`src/rtl/spo_pkg.sv`:
```
package spo_pkg;

    parameter int unsigned SPO_NCH    = 8;
    parameter int unsigned SPO_STAGES = 2;

    typedef struct packed {
        logic rise;
        logic fall;
    } spo_edge_t;

    function automatic spo_edge_t spo_edge(input logic prev, input logic cur);
        spo_edge_t e;
        e.rise = cur & ~prev;
        e.fall = ~cur & prev;
        return e;
    endfunction

endpackage

```
`src/rtl/spo_sync.sv`:
```
module spo_sync #(
    parameter int unsigned W      = 1,
    parameter int unsigned STAGES = 2,
    parameter logic [W-1:0] RST_VAL = '0
) (
    input  logic         clk,
    input  logic         rst,
    input  logic [W-1:0] d,
    output logic [W-1:0] q
);
    logic [W-1:0] stg [STAGES];

    always_ff @(posedge clk) begin
        if (rst) stg[0] <= RST_VAL;
        else     stg[0] <= d;
    end

    for (genvar k = 1; k < STAGES; k++) begin : g_stage
        always_ff @(posedge clk) begin
            if (rst) stg[k] <= RST_VAL;
            else     stg[k] <= stg[k-1];
        end
    end

    assign q = stg[STAGES-1];
endmodule

```
`src/rtl/spo_frame.sv`:
```
module spo_frame
    import spo_pkg::*;
#(
    parameter int unsigned NCH = SPO_NCH
) (
    input  logic           clk,
    input  logic           rst,
    input  logic           cs_n_s,
    input  logic           sclk_s,
    input  logic           sdi_s,
    output logic [NCH-1:0] shreg,
    output logic           commit,
    output logic           sdo_q,
    output logic           oe_q
);
    localparam int unsigned CW = (NCH > 1) ? $clog2(NCH) : 1;
    localparam logic [CW-1:0] LAST = CW'(NCH - 1);

    logic          cs_d, sclk_d;
    logic [CW-1:0] cnt;
    logic          seen;
    spo_edge_t     cs_e, sclk_e;
    logic          active;

    always_comb begin
        cs_e   = spo_edge(cs_d, cs_n_s);
        sclk_e = spo_edge(sclk_d, sclk_s);
        active = ~cs_n_s & ~cs_d;
    end

    always_ff @(posedge clk) begin
        if (rst) begin
            cs_d   <= 1'b1;
            sclk_d <= 1'b1;
            shreg  <= '0;
            cnt    <= '0;
            seen   <= 1'b0;
            sdo_q  <= 1'b0;
            oe_q   <= 1'b0;
            commit <= 1'b0;
        end else begin
            cs_d   <= cs_n_s;
            sclk_d <= sclk_s;
            oe_q   <= ~cs_n_s;
            commit <= 1'b0;
            if (cs_e.fall) begin
                cnt   <= '0;
                seen  <= 1'b0;
                sdo_q <= shreg[NCH-1];
            end else if (active) begin
                if (sclk_e.rise) begin
                    shreg <= {shreg[NCH-2:0], sdi_s};
                    cnt   <= (cnt == LAST) ? '0 : cnt + 1'b1;
                    seen  <= 1'b1;
                end
                if (sclk_e.fall) begin
                    sdo_q <= shreg[NCH-1];
                end
            end
            if (cs_e.rise) begin
                commit <= seen && (cnt == '0);
            end
        end
    end
endmodule

```
`src/rtl/spo_latch.sv`:
```
module spo_latch
    import spo_pkg::*;
#(
    parameter int unsigned NCH = SPO_NCH
) (
    input  logic           clk,
    input  logic           rst,
    input  logic           commit,
    input  logic [NCH-1:0] shreg,
    input  logic           dis_n_s,
    input  logic [NCH-1:0] fault_s,
    output logic [NCH-1:0] chan_on,
    output logic           diag
);
    always_ff @(posedge clk) begin
        if (rst || !dis_n_s) chan_on <= '0;
        else if (commit)     chan_on <= shreg;
    end

    assign diag = |fault_s;
endmodule

```
`src/rtl/spi_out_latch.sv`:
```
module spi_out_latch
    import spo_pkg::*;
#(
    parameter int unsigned NCH    = SPO_NCH,
    parameter int unsigned STAGES = SPO_STAGES
) (
    input  logic           clk,
    input  logic           rst,
    input  logic           cs_n_i,
    input  logic           sclk_i,
    input  logic           sdi_i,
    output logic           sdo_o,
    output logic           sdo_oe_o,
    input  logic           dis_n_i,
    input  logic [NCH-1:0] fault_i,
    output logic [NCH-1:0] chan_on_o,
    output logic           diag_o
);
    logic [3:0]     pin_s;
    logic           cs_n_s, sclk_s, sdi_s, dis_n_s;
    logic [NCH-1:0] fault_s;
    logic [NCH-1:0] shreg;
    logic           commit, sdo_q, oe_q;

    spo_sync #(.W(4), .STAGES(STAGES), .RST_VAL(4'b1011)) u_pin_sync (
        .clk(clk), .rst(rst),
        .d({dis_n_i, sdi_i, sclk_i, cs_n_i}),
        .q(pin_s)
    );

    assign cs_n_s  = pin_s[0];
    assign sclk_s  = pin_s[1];
    assign sdi_s   = pin_s[2];
    assign dis_n_s = pin_s[3];

    spo_sync #(.W(NCH), .STAGES(STAGES), .RST_VAL('0)) u_fault_sync (
        .clk(clk), .rst(rst), .d(fault_i), .q(fault_s)
    );

    spo_frame #(.NCH(NCH)) u_frame (
        .clk(clk), .rst(rst),
        .cs_n_s(cs_n_s), .sclk_s(sclk_s), .sdi_s(sdi_s),
        .shreg(shreg), .commit(commit), .sdo_q(sdo_q), .oe_q(oe_q)
    );

    spo_latch #(.NCH(NCH)) u_latch (
        .clk(clk), .rst(rst),
        .commit(commit), .shreg(shreg),
        .dis_n_s(dis_n_s), .fault_s(fault_s),
        .chan_on(chan_on_o), .diag(diag_o)
    );

    assign sdo_oe_o = oe_q;
    assign sdo_o    = oe_q & sdo_q;
endmodule

```
`config.mk`:
```
export PLATFORM = sky130hd
export DESIGN_NAME = spi_out_latch
export DESIGN_NICKNAME = d
export VERILOG_FILES = /design/src/rtl/spo_pkg.sv /design/src/rtl/spo_sync.sv /design/src/rtl/spo_frame.sv /design/src/rtl/spo_latch.sv /design/src/rtl/spi_out_latch.sv
export SDC_FILE = /design/constraint.sdc
export NUM_CORES = 1
export LEC_CHECK = 0
export BUFFER_PORTS_ARGS = -buffer_cell sky130_fd_sc_hd__clkbuf_2
export CORE_UTILIZATION = 57
export DETAILED_ROUTE_END_ITERATION = 12
export PLACE_DENSITY = 0.83
export REMOVE_ABC_BUFFERS = 1
export SLEW_MARGIN = 0
export SYNTH_ARGS = -nofsm -noshare
export SYNTH_HDL_FRONTEND = slang
export SYNTH_SLANG_ARGS = --single-unit
```
`constraint.sdc`:
```
create_clock -name clk -period 4.05 [get_ports clk]
set_clock_uncertainty 0.1 [all_clocks]
set_input_delay 0.6075 -clock clk [delete_from_list [all_inputs] [get_ports clk]]
set_output_delay 0.6075 -clock clk [all_outputs]
set_load 0.01 [all_outputs]
```
==> impl_metrics.yaml, run 1 <==
outcome:
  status: "finished, final reports clean"
cells_and_area:
  syn2layout_area_growth_pct: 12.47
  drive_above_1_share: 0.2155
  layout.nets: 198
  n_fill_cell: 200
  antennaDiodeCount: 0
worst_setup_path:
  path_buf_inv: 1
  cp_slowest_cell: "nor4_1"
  slowest_delay_ps: 330
  crit_family: "simple AND/OR/NAND/NOR gates"
  startpoint_type: "register"
  reg2reg_from: "u_pin_sync.stg[1][0]"
  critPathLaunch: "u_fault_sync.stg[1][5]"
  worstPathCellList: "nor4_1, nand2_1, clkbuf_2"
  cp_data_arrival_time_ps: 1220
  path_class: "reg2out"
  endpoint_kind: "primary output"
  cp.required_ps: 3340
  critPathMaxFanout: 1
clocking:
  cts_max_level: 2
  clock-sinks: 49
  root_buffer: "clkbuf_4"
  worst_skew_pair.late_latency_ps: 350
  postCtsResizedCells: 0
  postCtsSetupBuffers: 0
  numCtsBuffers: 5
  cts_tree: "built"
  clockBufferDepth: 2
  clkTransAtPathRegs_ps: 120
  cts_hold_buf: 0
yosys:
  synth_commonest_cells: "dfxtp_1 (49), nand2_1 (25), nor2b_1 (18)"
  synth.distinct_cells: 20
  yosysWarningCount: 0
  synth_area_leaders: "dfxtp_1 (62%), nor2b_1 (7.1%), nand2_1 (6.0%), mux2i_1 (5.7%), a21oi_1 (3.8%)"
  syn_area_per_cell_sq_um: 10.16
  synth-async-reset-ratio: 0
  synth_top_area_share: 0.6227
  synth.cell_area_sq_mm: 0.001575
  synthFlopType: "dfxtp_1"
  ys_ff_latch: 49
  synthDominantAreaCellType: "dfxtp_1"
  yosysMostFrequentCell: "dfxtp_1"
  synth-edff-count: 0
  synth_cells: 155
  ys_seq_area_frac: 0.6227
detailed_routing:
  ant_nets: 0
  vias_per_cell: 5.019
  drc: 0
  via_count: 1059
  dr.pass1.iters: 4
  drtIter0Drc: 21
  wl_microns: 2389
  wl_per_cell_microns: 11.32
pwr:
  power_density_mw_per_mm2: 417.5
  fin_total_pwr_uw: 739.6
  peakVddDrop_mv: 0.3546
  p_leak_uw: 0.0007131
placement:
  port-buffer-count: 24
  place_hpwl_microns: 1694
  gp_congestion: 0.6801
timing:
  slew_headroom: 0.6027
  period_needed_ps: 1931
  worstMarginPinSlew_ps: 596.0
  timing.final.hold_violations: 0
  finalSetupViolations: 0
  final_max_slew_viol_count: 0
  finalSetupTns_ps: 0
  period_share: 0.4768
  max_freq_mhz: 517.8
  rsz0062_at_grt: "false"
global_routing:
  grt_max_degree: 36
  grt_pass1_wl_microns: 3643
  grt-ovfl-total: 0
  grt_use_total: 0.1819
  grt_antenna_before_repair: 0
  grt_pass1_vias: 900
die:
  die_y_microns: 54.57
  initial_core_util: 0.6190
  core_area_sq_mm: 0.002545
  io_pins: 25
  die-area_sq_mm: 0.002978
  die_w_microns: 54.57
  rows: 18
flow_run:
  cap_violations: 0
worst_hold_path:
  hold_class: "reg2reg"
  holdCritStartpoint: "u_pin_sync.stg[0][3]"
==> state kept, by name, summed over array words and instances (netlist names) <==
name,count
u_frame.cs_d,1
u_frame.shreg,8
u_frame.sdo_q,1
u_frame.commit,1
u_pin_sync.stg,8
u_frame.cnt,3
u_fault_sync.stg,16
u_frame.seen,1
u_latch.chan_on,8
u_frame.oe_q,1
u_frame.sclk_d,1
==> worst paths after layout <==
kind | depth (start not counted) | slack, ps | to
worst max register to register | 3 | 2440 | u_frame.cnt[0]
worst min register to register | 1 | 320 | u_pin_sync.stg[1][3]
worst max-delay path | 3 | 2120 | diag_o
worst min-delay path | 1 | 320 | u_pin_sync.stg[1][3]
==> per-layer routing <==
| layer | routed length [microns] | track usage | share of wire | vias up |
|---|---|---|---|---|
| li1 | - | - | - | 549 |
| met1 | 1036 | 0.1910 | 0.43 | 481 |
| met2 | 1205 | 0.3232 | 0.50 | 23 |
| met3 | 100 | 0.05833 | 0.042 | 6 |
| met4 | 47 | 0.08974 | 0.020 | 0 |
| met5 | 0 | 0 | 0 | - |
==> final cells by class <==
type	instances	area [sq um]	area share
clock buffers	7	55.05	0.03107
inverters	5	18.77	0.01059
multi-input cells	95	551.8	0.3114
flip-flops and latches	49	980.9	0.5537
well taps	30	37.54	0.02119
repair buffers	25	127.6	0.07203
==> report_power, final <==
| group | internal, uW | switching [uW] |
|---|---|---|
| Clock | 82.1 | 134 |
| Combinational | 13.5 | 13.1 |
| Sequential | 494 | 3.75 |
| Total | 589 | 150 |
==> cell families after synthesis <==
family,share of synthesized area
and+or+nand+nor,0.2280
DFF,0.6227
AOI/OAI and AO/OA,0.04130
buffers and inverters,0.02701
muxes,0.05719
adders and majority gates,0.02383
==> cells in the final DEF (no fill, tap or decap), types with 2 or more instances in the layout <==
master / n
nor2_1: 11
inv_1: 5
nor2b_1: 18
nand2_1: 25
ha_1: 3
a21oi_1: 12
dfxtp_1: 49
mux2i_1: 9
clkbuf_4: 5
or2_2: 7
nor4_1: 2
clkbuf_2: 24
==> metrics by stage <==
stage                     cells  hold WS [ps]  setup WS (ps)    util  area, sq um
after floorplan             149         289.5           2347       -         1551
after global placement      204         292.9           2289  0.6745         1717
after detailed placement    204         296.3           2189  0.6745         1717
after CTS                   211         317.2           2117  0.6962         1772
after global routing        211         309.7           2044  0.6962         1772
final                       211         319.6           2119  0.6962         1772
Power figures use the tool's default switching activity.
==> run 2, diff against run 1 <==
--- a/config.mk
+++ b/config.mk
@@ -6,9 +6,9 @@
 export NUM_CORES = 1
 export LEC_CHECK = 0
 export BUFFER_PORTS_ARGS = -buffer_cell sky130_fd_sc_hd__clkbuf_2
-export CORE_UTILIZATION = 57
+export CORE_UTILIZATION = 48
 export DETAILED_ROUTE_END_ITERATION = 12
-export PLACE_DENSITY = 0.83
+export PLACE_DENSITY = 0.75
 export REMOVE_ABC_BUFFERS = 1
 export SLEW_MARGIN = 0
 export SYNTH_ARGS = -nofsm -noshare
==> constraint.sdc (replaced) <==
create_clock -name clk -period 1.7 [get_ports clk]
set_clock_uncertainty 0.1 [all_clocks]
set_input_delay 0.255 -clock clk [delete_from_list [all_inputs] [get_ports clk]]
set_output_delay 0.255 -clock clk [all_outputs]
set_load 0.01 [all_outputs]
==> impl_metrics.yaml, run 2 (synthesis results as in run 1) <==
cells_and_area:
  syn2layout_area_growth_pct: 21.37
  drive_above_1_share: 0.2256
  n_fill_cell: 248
  mostFrequentLayoutCells: "dfxtp_1 (49), nand2_1 (25), clkbuf_2 (24), nor2b_1 (18), a21oi_1 (12)"
  layout.nets: 211
  largest_register_ffs: 16
  largest-register: "u_fault_sync.stg"
  antennaDiodeCount: 0
  final_common_cell: "dfxtp_1"
die:
  core_area_sq_mm: 0.003078
  io_pins: 25
  die_y_microns: 59.29
  rows: 20
  die-area_sq_mm: 0.003515
  initial_core_util: 0.5118
  die_w_microns: 59.29
clocking:
  clkTransAtPathRegs_ps: 130
  clock-sinks: 49
  postCtsSetupBuffers: 0
  cts_tree: "built"
  cts_max_level: 2
  root_buffer: "clkbuf_4"
  clockBufferDepth: 2
  numCtsBuffers: 5
  worst_skew_pair.late_latency_ps: 350
worst_hold_path:
  hold_class: "in2reg"
  hold_depth: 2
timing:
  timing.final.hold_violations: 0
  worstMarginPinSlew_ps: 443.1
  worst_slack_ps: 150.0
  period_needed_ps: 1550
  max_freq_mhz: 645.2
  finalSetupViolations: 0
  slew_headroom: 0.7015
  final_max_slew_viol_count: 0
  rsz0062_at_grt: "false"
  period_share: 0.9118
detailed_routing:
  dr.pass1.iters: 4
  ant_nets: 0
  via_count: 1119
  vias_per_cell: 4.682
  wl_microns: 2403
  drtIter0Drc: 28
  wl_per_cell_microns: 10.05
  drc: 0
global_routing:
  grt_pass1_vias: 994
  grt-ovfl-total: 0
  grt_pass1_wl_microns: 3967
  grt_antenna_before_repair: 0
  grt_max_degree: 26
  grt_use_total: 0.1586
pwr:
  peakVddDrop_mv: 0.5856
  power_density_mw_per_mm2: 925.2
  p_leak_uw: 0.0007682
  fin_total_pwr_uw: 1769
placement:
  pre_cts_ws_ps: 209.0
  port-buffer-count: 24
  place_hpwl_microns: 1673
  gp_congestion: 0.7365
worst_setup_path:
  slowest_delay_ps: 320
  endpoint: "diag_o"
  critPathLaunch: "u_fault_sync.stg[1][1]"
  worstPathCellList: "nor4_1, nand2_1, clkbuf_2"
  critPathMaxFanout: 1
  endpoint_kind: "primary output"
  cp_data_arrival_time_ps: 1200
  r2r_setup_slack_ps: 180
  rr_worst_depth: 3
  cp_slowest_cell: "dfxtp_1"
  path_class: "reg2out"
  reg2reg_from: "u_frame.sclk_d"
  startpoint_type: "register"
  cp.required_ps: 1340
  r2r_end: "u_frame.cnt[0]"
flow_run:
  cap_violations: 0
outcome:
  status: "finished, final reports clean"
[run 2: changes by cell type in the layout (fill, tap and decap cells not counted)]
cell / delta
dlygate4sd3_1: +10
buf_4: +3
clkinv_2: +2
clkbuf_1: -1
clkbuf_8: -1
clkinvlp_4: +1
[run 2: cell type report]
type,instances,area [sq um],area share
well taps,44,55.05,0.02880
flip-flops and latches,49,980.9,0.5131
clock buffers,5,37.54,0.01963
multi-input cells,95,551.8,0.2886
inverters,5,18.77,0.009817
clock inverters,3,17.52,0.009162
repair buffers,38,250.2,0.1309
[run 2: metal layers]
| metal | track usage | share of wire | vias to the layer above |
|---|---|---|---|
| met5 | 0 | 0 | - |
| met4 | 0.1224 | 0.028 | 0 |
| met3 | 0.04585 | 0.045 | 7 |
| met2 | 0.2456 | 0.47 | 30 |
| met1 | 0.1836 | 0.45 | 509 |
| li1 | - | - | 573 |
[run 2: report_power, final]
part	switching, uW	internal, uW	leakage, uW
Clock	341	156	0.0000310
Sequential	8.25	1180	0.000400
Combinational	36.5	50.1	0.000337
Total	386	1380	0.000768
[run 2: timing repair]
action                                 in CTS  in global routing
hold buffers                                9                  1
endpoints found under the hold margin       9                  1
gates resized for setup                     0                  0
[run 2: how the worst min path moves through the flow]
stage,from,end,slack [ps]
detailed placement,u_pin_sync.stg[0][3],u_pin_sync.stg[1][3],290
floorplan,rst,u_frame.shreg[0],220
global placement,u_pin_sync.stg[0][3],u_pin_sync.stg[1][3],300
CTS,fault_i[5],u_fault_sync.stg[0][5],2
global route,fault_i[1],u_fault_sync.stg[0][1],4
finish,fault_i[1],u_fault_sync.stg[0][1],20
[run 2: through the flow]
stage	setup TNS, ps	utilization	std cells	instance area (sq um)	hold WS (ps)
finish	0	0.6211	239	1912	20.26
global route	0	0.6211	239	1912	4.494
CTS	0	0.6179	238	1902	2.437
detailed placement	0	0.5707	221	1757	294.6
global placement	0	0.5707	221	1757	298.4
floorplan	-20.70	-	149	1551	224.1
[run 2: worst max-delay path: cells and delay by family, from the launching register on]
kind	cells	cell delay [ps]
simple gates	2	390
flops	1	320
buf+inv	1	130
==> run 3, diff against run 2 <==
--- a/config.mk
+++ b/config.mk
@@ -6,9 +6,10 @@
 export NUM_CORES = 1
 export LEC_CHECK = 0
 export BUFFER_PORTS_ARGS = -buffer_cell sky130_fd_sc_hd__clkbuf_2
-export CORE_UTILIZATION = 48
+export CORE_UTILIZATION = 57
 export DETAILED_ROUTE_END_ITERATION = 12
-export PLACE_DENSITY = 0.75
+export GPL_ROUTABILITY_DRIVEN = 1
+export PLACE_DENSITY = 0.83
 export REMOVE_ABC_BUFFERS = 1
 export SLEW_MARGIN = 0
 export SYNTH_ARGS = -nofsm -noshare
==> constraint.sdc (replaced) <==
create_clock -name clk -period 2 [get_ports clk]
set_clock_uncertainty 0.1 [all_clocks]
set_input_delay 0.3 -clock clk [delete_from_list [all_inputs] [get_ports clk]]
set_output_delay 0.3 -clock clk [all_outputs]
set_load 0.01 [all_outputs]
==> impl_metrics.yaml, run 3 (synthesis results as in run 1) <==
global_routing:
  grt_pass1_wl_microns: 3698
  grt_antenna_before_repair: 0
  grt_use_total: 0.1808
  grt_pass1_vias: 902
  grt-ovfl-total: 0
  grt_max_degree: 21
worst_setup_path:
  startpoint_type: "register"
  endpoint_kind: "primary output"
  rr_worst_depth: 3
  r2r_end: "u_frame.cnt[0]"
  critPathMaxFanout: 1
  critPathLaunch: "u_fault_sync.stg[1][5]"
  reg2reg_from: "u_frame.sclk_d"
  endpoint: "diag_o"
  cp_data_arrival_time_ps: 1300
  r2r_setup_slack_ps: 440
  path_class: "reg2out"
  cp.required_ps: 1600
timing:
  finalSetupViolations: 0
  finalSetupTns_ps: 0
  period_share: 0.8481
  final_max_slew_viol_count: 0
  worstMarginPinSlew_ps: 444.8
  rsz0062_at_grt: "false"
  max_freq_mhz: 589.5
  hold_ws_ps: 41.11
  slew_headroom: 0.7031
  period_needed_ps: 1696
  timing.final.hold_violations: 0
clocking:
  root_buffer: "clkbuf_4"
  worst_skew_pair.late_latency_ps: 340
  clockBufferDepth: 2
  numCtsBuffers: 5
  postCtsResizedCells: 0
  cts_hold_buf: 0
  postCtsSetupBuffers: 0
  clkTransAtPathRegs_ps: 120
  cts_max_level: 2
  clock-sinks: 49
  cts_tree: "built"
detailed_routing:
  wl_per_cell_microns: 10.65
  drc: 0
  drtIter0Drc: 10
  dr.pass1.iters: 4
  ant_nets: 0
  via_count: 1065
  vias_per_cell: 5.000
  wl_microns: 2269
cells_and_area:
  mostFrequentLayoutCells: "dfxtp_1 (49), nand2_1 (25), clkbuf_2 (24), nor2b_1 (18), a21oi_1 (12)"
  antennaDiodeCount: 0
  n_fill_cell: 188
  layout.nets: 199
  stdcell_area_sq_mm: 0.001794
  final_util: 0.7050
  largest-register: "u_fault_sync.stg"
  largest_register_ffs: 16
  drive_above_1_share: 0.2295
  syn2layout_area_growth_pct: 13.90
  final_common_cell: "dfxtp_1"
pwr:
  p_leak_uw: 0.0007278
  p_seq_frac: 0.652
  combPwrFrac: 0.037
  sw_frac_of_total: 0.2022
  internal_power_uw: 1233
  pwr-share-clk: 0.312
  power_density_mw_per_mm2: 861.2
  peakVddDrop_mv: 0.7546
  switching_power_uw: 312.4
  fin_total_pwr_uw: 1545
die:
  initial_core_util: 0.6190
  die_y_microns: 54.57
  io_pins: 25
  core_area_sq_mm: 0.002545
  die-area_sq_mm: 0.002978
  die_w_microns: 54.57
  rows: 18
placement:
  placed_area_sq_mm: 0.001724
  port-buffer-count: 24
  place_hpwl_microns: 1676
  gp_congestion: 0.7387
outcome:
  status: "finished, final reports clean"
flow_run:
  cap_violations: 0
worst_hold_path:
  hold_class: "in2reg"
## run 3: per-layer routing
layer,track usage,share of wire
met3,0.05833,0.038
met2,0.2886,0.49
met5,0,0
met1,0.2174,0.46
met4,0.08974,0.013
## run 3: metrics by stage
step	instances	setup slack (ps)
floorplan	149	297.2
global placement	205	488.1
detailed placement	205	460.1
CTS	213	287.0
global route	213	244.1
finish	213	303.7
## run 3: power groups by stage
stage               clock network [uW]  logic, uW  registers, uW
floorplan                            0       27.7           1030
global placement                     0       54.7           1030
detailed placement                   0       57.7           1030
CTS                                491       57.8           1010
global route                       533       63.6           1010
finish                             482       56.8           1010
## run 3: final cells by class
| cell class | instances | area (sq um) | share of cell area |
|---|---|---|---|
| Clock inverter | 1 | 5.005 | 0.002789 |
| Multi-Input combinational cell | 95 | 551.8 | 0.3075 |
| Tap cell | 30 | 37.54 | 0.02092 |
| Sequential cell | 49 | 980.9 | 0.5467 |
| Clock buffer | 7 | 65.06 | 0.03626 |
| Timing Repair Buffer | 26 | 135.1 | 0.07531 |
| Inverter | 5 | 18.77 | 0.01046 |
## run 3: how the worst min path moves through the flow
stage / startpoint / end / slack [ps] / cells after the start
floorplan: rst / u_frame.shreg[0] / 270 / 1
global placement: u_pin_sync.stg[0][3] / u_pin_sync.stg[1][3] / 290 / 1
detailed placement: u_pin_sync.stg[0][0] / u_pin_sync.stg[1][0] / 290 / 1
CTS: cs_n_i / u_pin_sync.stg[0][0] / 30 / 2
global route: cs_n_i / u_pin_sync.stg[0][0] / 10 / 2
finish: cs_n_i / u_pin_sync.stg[0][0] / 40 / 2
## run 3: critical path: stages, from the launching register on
cell,delay (ps)
dfxtp_1,320
nor4_1,390
nand2_1,110
clkbuf_2,140
